--- config.mk ---
export PLATFORM = sky130hd
export DESIGN_NAME = boot_seq_top
export DESIGN_NICKNAME = d
export VERILOG_FILES = /design/src/rtl/boot_pkg.sv /design/src/rtl/boot_timer.sv /design/src/rtl/cfg_loader.sv /design/src/rtl/ready_tx.sv /design/src/rtl/boot_seq_top.sv
export SDC_FILE = /design/constraint.sdc
export NUM_CORES = 1
export LEC_CHECK = 0
export CELL_PAD_IN_SITES_DETAIL_PLACEMENT = 1
export CELL_PAD_IN_SITES_GLOBAL_PLACEMENT = 2
export CORE_ASPECT_RATIO = 0.75
export CORE_UTILIZATION = 40
export CTS_BUF_LIST = sky130_fd_sc_hd__clkbuf_4 sky130_fd_sc_hd__clkbuf_8
export DETAILED_ROUTE_END_ITERATION = 12
export PLACE_DENSITY = 0.84
export SYNTH_ARGS = -nofsm -noshare
export SYNTH_HDL_FRONTEND = slang
export SYNTH_SLANG_ARGS = --single-unit
--- constraint.sdc ---
create_clock -name clk -period 2.29 [get_ports clk]
set_input_delay 0.458 -clock clk [delete_from_list [all_inputs] [get_ports clk]]
set_output_delay 0.458 -clock clk [all_outputs]
set_load 0.01 [all_outputs]
--- src/rtl/boot_pkg.sv ---
package boot_pkg;

  typedef enum logic [2:0] {
    ST_WAIT = 3'd0,
    ST_LOAD = 3'd1,
    ST_SEND = 3'd2,
    ST_DONE = 3'd3,
    ST_ERR  = 3'd4
  } boot_state_t;

  localparam int MSG_LEN = 3;

  // ready message characters, in transmit order
  function automatic logic [7:0] msg_char(input logic [1:0] idx);
    case (idx)
      2'd0:    msg_char = 8'h52;
      2'd1:    msg_char = 8'h4F;
      default: msg_char = 8'h4B;
    endcase
  endfunction

endpackage

--- src/rtl/boot_timer.sv ---
module boot_timer #(
  parameter int DELAY_CYC = 88,
  parameter int GUARD_CYC = 108
) (
  input  logic clk,
  input  logic rst_n,
  input  logic restart,
  output logic delay_hit,
  output logic in_window
);
  localparam int TW = $clog2(GUARD_CYC + 1);
  localparam logic [TW-1:0] GUARD_T = TW'(GUARD_CYC);
  localparam logic [TW-1:0] HIT_T   = TW'(DELAY_CYC - 1);

  logic [TW-1:0] ticks_q, ticks_d;
  logic          ticks_en;

  always_comb begin
    ticks_en = 1'b0;
    ticks_d  = ticks_q;
    if (restart) begin
      ticks_en = 1'b1;
      ticks_d  = '0;
    end else if (ticks_q != GUARD_T) begin
      ticks_en = 1'b1;
      ticks_d  = ticks_q + 1'b1;
    end
  end

  always_ff @(posedge clk or negedge rst_n) begin
    if (!rst_n)        ticks_q <= '0;
    else if (ticks_en) ticks_q <= ticks_d;
  end

  assign delay_hit = (ticks_q == HIT_T);
  assign in_window = (ticks_q < GUARD_T);

endmodule

--- src/rtl/cfg_loader.sv ---
module cfg_loader #(
  parameter int NUM_WORDS   = 16,
  parameter int TIMEOUT_CYC = 64,
  parameter int ADDR_W      = 4
) (
  input  logic              clk,
  input  logic              rst_n,
  input  logic              clr,
  input  logic              start,
  input  logic              rd_ack,
  output logic              rd_req,
  output logic [ADDR_W-1:0] rd_addr,
  output logic              done,
  output logic              fail
);
  localparam int TW = $clog2(TIMEOUT_CYC + 1);
  localparam logic [ADDR_W-1:0] LAST_A = ADDR_W'(NUM_WORDS - 1);
  localparam logic [TW-1:0]     LIM_W  = TW'(TIMEOUT_CYC - 1);

  logic              busy_q, busy_d;
  logic [ADDR_W-1:0] idx_q, idx_d;
  logic [TW-1:0]     wc_q, wc_d;
  logic              done_q, done_d;
  logic              fail_q, fail_d;

  always_comb begin
    busy_d = busy_q;
    idx_d  = idx_q;
    wc_d   = wc_q;
    done_d = 1'b0;
    fail_d = 1'b0;
    if (clr) begin
      busy_d = 1'b0;
      idx_d  = '0;
      wc_d   = '0;
    end else if (start) begin
      busy_d = 1'b1;
      idx_d  = '0;
      wc_d   = '0;
    end else if (busy_q) begin
      if (rd_ack) begin
        wc_d = '0;
        if (idx_q == LAST_A) begin
          busy_d = 1'b0;
          done_d = 1'b1;
        end else begin
          idx_d = idx_q + 1'b1;
        end
      end else if (wc_q == LIM_W) begin
        busy_d = 1'b0;
        fail_d = 1'b1;
      end else begin
        wc_d = wc_q + 1'b1;
      end
    end
  end

  always_ff @(posedge clk or negedge rst_n) begin
    if (!rst_n) begin
      busy_q <= 1'b0;
      idx_q  <= '0;
      wc_q   <= '0;
      done_q <= 1'b0;
      fail_q <= 1'b0;
    end else begin
      busy_q <= busy_d;
      idx_q  <= idx_d;
      wc_q   <= wc_d;
      done_q <= done_d;
      fail_q <= fail_d;
    end
  end

  assign rd_req  = busy_q;
  assign rd_addr = idx_q;
  assign done    = done_q;
  assign fail    = fail_q;

endmodule

--- src/rtl/ready_tx.sv ---
module ready_tx
  import boot_pkg::*;
(
  input  logic       clk,
  input  logic       rst_n,
  input  logic       clr,
  input  logic       start,
  input  logic       tx_ready,
  output logic       tx_valid,
  output logic [7:0] tx_byte,
  output logic       fin
);
  localparam logic [1:0] LAST_B = 2'(MSG_LEN - 1);

  logic       act_q, act_d;
  logic [1:0] bi_q, bi_d;
  logic       fin_q, fin_d;

  always_comb begin
    act_d = act_q;
    bi_d  = bi_q;
    fin_d = 1'b0;
    if (clr) begin
      act_d = 1'b0;
      bi_d  = '0;
    end else if (start) begin
      act_d = 1'b1;
      bi_d  = '0;
    end else if (act_q && tx_ready) begin
      if (bi_q == LAST_B) begin
        act_d = 1'b0;
        fin_d = 1'b1;
      end else begin
        bi_d = bi_q + 1'b1;
      end
    end
  end

  always_ff @(posedge clk or negedge rst_n) begin
    if (!rst_n) begin
      act_q <= 1'b0;
      bi_q  <= '0;
      fin_q <= 1'b0;
    end else begin
      act_q <= act_d;
      bi_q  <= bi_d;
      fin_q <= fin_d;
    end
  end

  assign tx_valid = act_q;
  assign tx_byte  = msg_char(bi_q);
  assign fin      = fin_q;

endmodule

--- src/rtl/boot_seq_top.sv ---
module boot_seq_top
  import boot_pkg::*;
#(
  parameter int CLK_KHZ     = 32000,
  parameter int NUM_WORDS   = 16,
  parameter int ACK_TIMEOUT = 64,
  parameter int ADDR_W      = (NUM_WORDS > 1) ? $clog2(NUM_WORDS) : 1
) (
  input  logic              clk,
  input  logic              rst_n,
  input  logic              supply_ok,
  output logic              rd_req,
  output logic [ADDR_W-1:0] rd_addr,
  input  logic              rd_ack,
  output logic              rts,
  output logic              tx_valid,
  output logic [7:0]        tx_byte,
  input  logic              tx_ready,
  output logic              boot_err,
  output logic              boot_done,
  output logic              brownout_rst
);
  localparam int DELAY_CYC = 22 * CLK_KHZ;
  localparam int GUARD_CYC = 27 * CLK_KHZ;
  localparam int SYNC_N    = 2;

  // reset: asserted asynchronously, released on the clock
  logic [SYNC_N-1:0] rsync_q;
  logic              rst_i;

  always_ff @(posedge clk or negedge rst_n) begin
    if (!rst_n) rsync_q <= '0;
    else        rsync_q <= {rsync_q[SYNC_N-2:0], 1'b1};
  end
  assign rst_i = rsync_q[SYNC_N-1];

  boot_state_t state_q, state_d;
  logic delay_hit, in_window, restart;
  logic ld_start, ld_done, ld_fail;
  logic tx_start, tx_fin;
  logic bo_q;

  assign restart = !supply_ok && in_window;

  boot_timer #(
    .DELAY_CYC (DELAY_CYC),
    .GUARD_CYC (GUARD_CYC)
  ) u_timer (
    .clk       (clk),
    .rst_n     (rst_i),
    .restart   (restart),
    .delay_hit (delay_hit),
    .in_window (in_window)
  );

  assign ld_start = (state_q == ST_WAIT) && delay_hit && !restart;

  cfg_loader #(
    .NUM_WORDS   (NUM_WORDS),
    .TIMEOUT_CYC (ACK_TIMEOUT),
    .ADDR_W      (ADDR_W)
  ) u_loader (
    .clk     (clk),
    .rst_n   (rst_i),
    .clr     (restart),
    .start   (ld_start),
    .rd_ack  (rd_ack),
    .rd_req  (rd_req),
    .rd_addr (rd_addr),
    .done    (ld_done),
    .fail    (ld_fail)
  );

  assign tx_start = (state_q == ST_LOAD) && ld_done && !restart;

  ready_tx u_tx (
    .clk      (clk),
    .rst_n    (rst_i),
    .clr      (restart),
    .start    (tx_start),
    .tx_ready (tx_ready),
    .tx_valid (tx_valid),
    .tx_byte  (tx_byte),
    .fin      (tx_fin)
  );

  always_comb begin
    state_d = state_q;
    if (restart) begin
      state_d = ST_WAIT;
    end else begin
      case (state_q)
        ST_WAIT: if (delay_hit) state_d = ST_LOAD;
        ST_LOAD: begin
          if (ld_done)      state_d = ST_SEND;
          else if (ld_fail) state_d = ST_ERR;
        end
        ST_SEND: if (tx_fin) state_d = ST_DONE;
        default: state_d = state_q;
      endcase
    end
  end

  always_ff @(posedge clk or negedge rst_i) begin
    if (!rst_i) begin
      state_q <= ST_WAIT;
      bo_q    <= 1'b0;
    end else begin
      state_q <= state_d;
      bo_q    <= restart;
    end
  end

  assign rts          = (state_q == ST_WAIT) || (state_q == ST_LOAD) || (state_q == ST_ERR);
  assign boot_err     = (state_q == ST_ERR);
  assign boot_done    = (state_q == ST_DONE);
  assign brownout_rst = bo_q;

endmodule

==> out/results.tsv <==
stage	metric	value	unit
final_layout	area delta synth->final	15.73	%
sta	final clock skew	13.84	ps
floorplan	Die Ht	69.34	µm
logic_synthesis	Seq/Total Area, Yosys	45.53	%
sta	worst-margin pin slew	534.2	ps
floorplan	num rows	24	
route	DR vias/cell	5.348	
global_routing	number of global-route vias before repair	1902	
logic_synthesis	Avg Inst Size Synth	9.522	µm²
setup_path	reg-to-reg startpoint	u_timer.ticks_q[1]	
setup_path	Critical Path AT	1630	ps
final_layout	final core utilization	48.05	%
clock_tree	CTS resizes	0	
global_routing	GRT overflow	0	
clock_tree	Clock transition at path regs	100	ps
clock_tree	H-tree depth	2	
setup_path	Worst Path Max Fanout	8	
sta	min cycle time layout	2085	ps
global_routing	pin count of the biggest net entering global routing	43	
power_and_ir_drop	Static Leak	1.084	nW
clock_tree	clock root cell	clkbuf_8	
clock_tree	Post-CTS Setup Inserts	0	
setup_path	CP Launch Type	register	
logic_synthesis	Yosys cell types	53	
sta	Final Hold Viols	0	
clock_tree	Inserted Clock Buffers	5	
route	WL final	5.440	mm
floorplan	# IOs	23	
logic_synthesis	most common library cells after synthesis	dfrtp_1, nor2_1, a21oi_1, nand2_1, xnor2_1	
final_layout	ANT cells	0	
sta	Slew Viols, Final	0	
power_and_ir_drop	Pwr Density	528.3	mW/mm²
route	Pre-antenna DRT Iters	4	
sta	RSZ-0062 raised after global routing	no	
global_routing	GRT Total Usage	19.10	%
sta	setup TNS	0	ps
logic_synthesis	share of the synthesized area in the top cell type	45.53	%
clock_tree	Clock Path Buffers	2	
final_layout	fraction of layout cells with a size suffix above 1	10.62	%
logic_synthesis	Synth Register Bits	44	
logic_synthesis	post-synth top area cell	dfrtp_1	
route	Vias	1877	
route	Final ANT Viol Nets	0	
logic_synthesis	synthesized cell area	0.002419	mm²
setup_path	kind of end point of the critical path	output port	
clock_tree	clk sink count	44	
logic_synthesis	predominant post-synthesis flop cell	dfrtp_1	
power_and_ir_drop	peak supply drop	354.3	µV
placed_design	GP Congestion	0.7772	
job	max_cap viols	0	
setup_path	Worst Reg-to-Reg Cells	5	
floorplan	Die Wd	91.79	µm
setup_path	WP data required	1830	ps
clock_tree	Hold Buf Count CTS	0	
placed_design	IO buf count	18	
final_layout	final net count	285	
setup_path	worst r2r dst	u_timer.ticks_q[18]	
clock_tree	Worst-Skew Late Latency	300	ps
outcome	status	finished, final reports clean	
clock_tree	CTS tree	yes	
floorplan	Initial Util	41.52	%
sta	final setup violation count	0	
route	Wirelength per Cell	15.50	µm
placed_design	DP Wirelength	3.888	mm
logic_synthesis	Synth area leaders	dfrtp_1, xnor2_1, nor2_1	
sta	FMAX	479.6	MHz
worst_hold_path	worst hold path type	in -> async	
setup_path	FF-to-FF setup slack	240	ps
logic_synthesis	FFs w/ async S/R, synth	100.0	%
logic_synthesis	EDFF count, synth	0	
route	Iteration-0 DRC Markers	94	
global_routing	first-pass GRT wire length	9.660	mm
setup_path	WS Path Type	reg -> out	
logic_synthesis	Warnings, synthesis	0	
floorplan	die area	0.006365	mm²
route	# DRC	0	
global_routing	antenna violations before repair	0	
sta	Max-slew headroom	64.39	%
logic_synthesis	most frequent cell after synthesis	dfrtp_1	
floorplan	Core Area	0.005826	mm²
logic_synthesis	Cells after Synth	254	
sta	fin crit share	91.06	%
routing by layer:
metal	track usage, %	up-vias	share of wire [%]
li1	-	932	-
met1	31.73	914	58
met2	25.15	29	39
met3	3.838	2	2.8
met4	3.646	0	0.22
met5	0	-	0
report_power, final:
group          switching [W]  leakage (nW)  total (W)  internal (W)
Clock               0.000286        0.0548   0.000615      0.000329
Combinational      0.0000464         0.425  0.0000740     0.0000275
Sequential        0.00000660         0.605   0.000790      0.000783
placed cells by master (no fill, tap or decap), drive strengths merged, types with 4 or more instances in the layout:
master          n
dfrtp          44
nor2           29
clkdlybuf4s50  18
a21oi          16
nand2          14
nor3           14
xnor2          13
inv            10
nand3          10
or3             9
ha              8
o21ai           7
nor4            6
buf             6
nand4           5
conb            5
clkbuf          5
and3            4
nand2b          4
nor4b           4
registers in the layout, summed over array words and instances (netlist names):
name / count
brownout_rst: 1
rsync_q: 2
state_q: 3
u_loader.done: 1
u_loader.fail: 1
u_loader.rd_addr: 4
u_loader.rd_req: 1
u_loader.wc_q: 7
u_timer.ticks_q: 20
u_tx.bi_q: 2
u_tx.fin: 1
u_tx.tx_valid: 1
worst max-delay path by stage:
| stage | start | endpoint | slack (ps) | depth (start not counted) |
|---|---|---|---|---|
| 6_report | state_q[0] | boot_err | 200 | 3 |
| 3_3_place_gp | u_timer.ticks_q[1] | u_timer.ticks_q[18] | 320 | 5 |
| 5_1_grt | u_timer.ticks_q[16] | u_loader.wc_q[2] | 100 | 5 |
| 3_5_place_dp | rd_ack | u_loader.wc_q[3] | 240 | 4 |
| 4_1_cts | state_q[0] | boot_err | 190 | 3 |
| 2_1_floorplan | u_timer.ticks_q[1] | u_timer.ticks_q[18] | 410 | 6 |
through the flow:
step | power (W) | instances | worst slack (ps) | instance area, µm² | hold WS, ps
global placement | 0.0008787 | 343 | 324.4 | 2684 | 342.2
finish | 0.001479 | 351 | 204.7 | 2799 | 300.1
detailed placement | 0.0008808 | 343 | 235.0 | 2684 | 345.9
global route | 0.001545 | 351 | 102.9 | 2799 | 290.4
floorplan | 0.0008554 | 257 | 409.6 | 2430 | 162.4
CTS | 0.001500 | 351 | 187.5 | 2799 | 292.8
layout make-up:
class	instances	area, µm²
multi-input combinational	188	1212
tap	78	97.59
fill	671	3027
clock buffer	5	68.82
sequential	44	1102
timing repair buffer	24	237.7
inverter	9	33.78
clock inverter	3	46.29
cells by family (layout without fill, tap and decap cells):
kind of cell | after synthesis | after routing | synth area share (%)
and+or+nand+nor | 114 | 114 | 26.64
DFF | 44 | 44 | 45.53
other | 2 | 5 | 0.3105
muxes | 3 | 3 | 1.242
adders and majority gates | 8 | 8 | 4.139
xor gates and xnor gates | 15 | 15 | 5.432
buffers and inverters | 25 | 41 | 4.914
AOI/OAI and AO/OA | 43 | 43 | 11.80
critical path: stages (launching register included):
cell	delay, ps
dfrtp_1	470
nand2b_1	210
nor2_1	110
clkdlybuf4s50_1	540
Power figures use the tool's default switching activity.
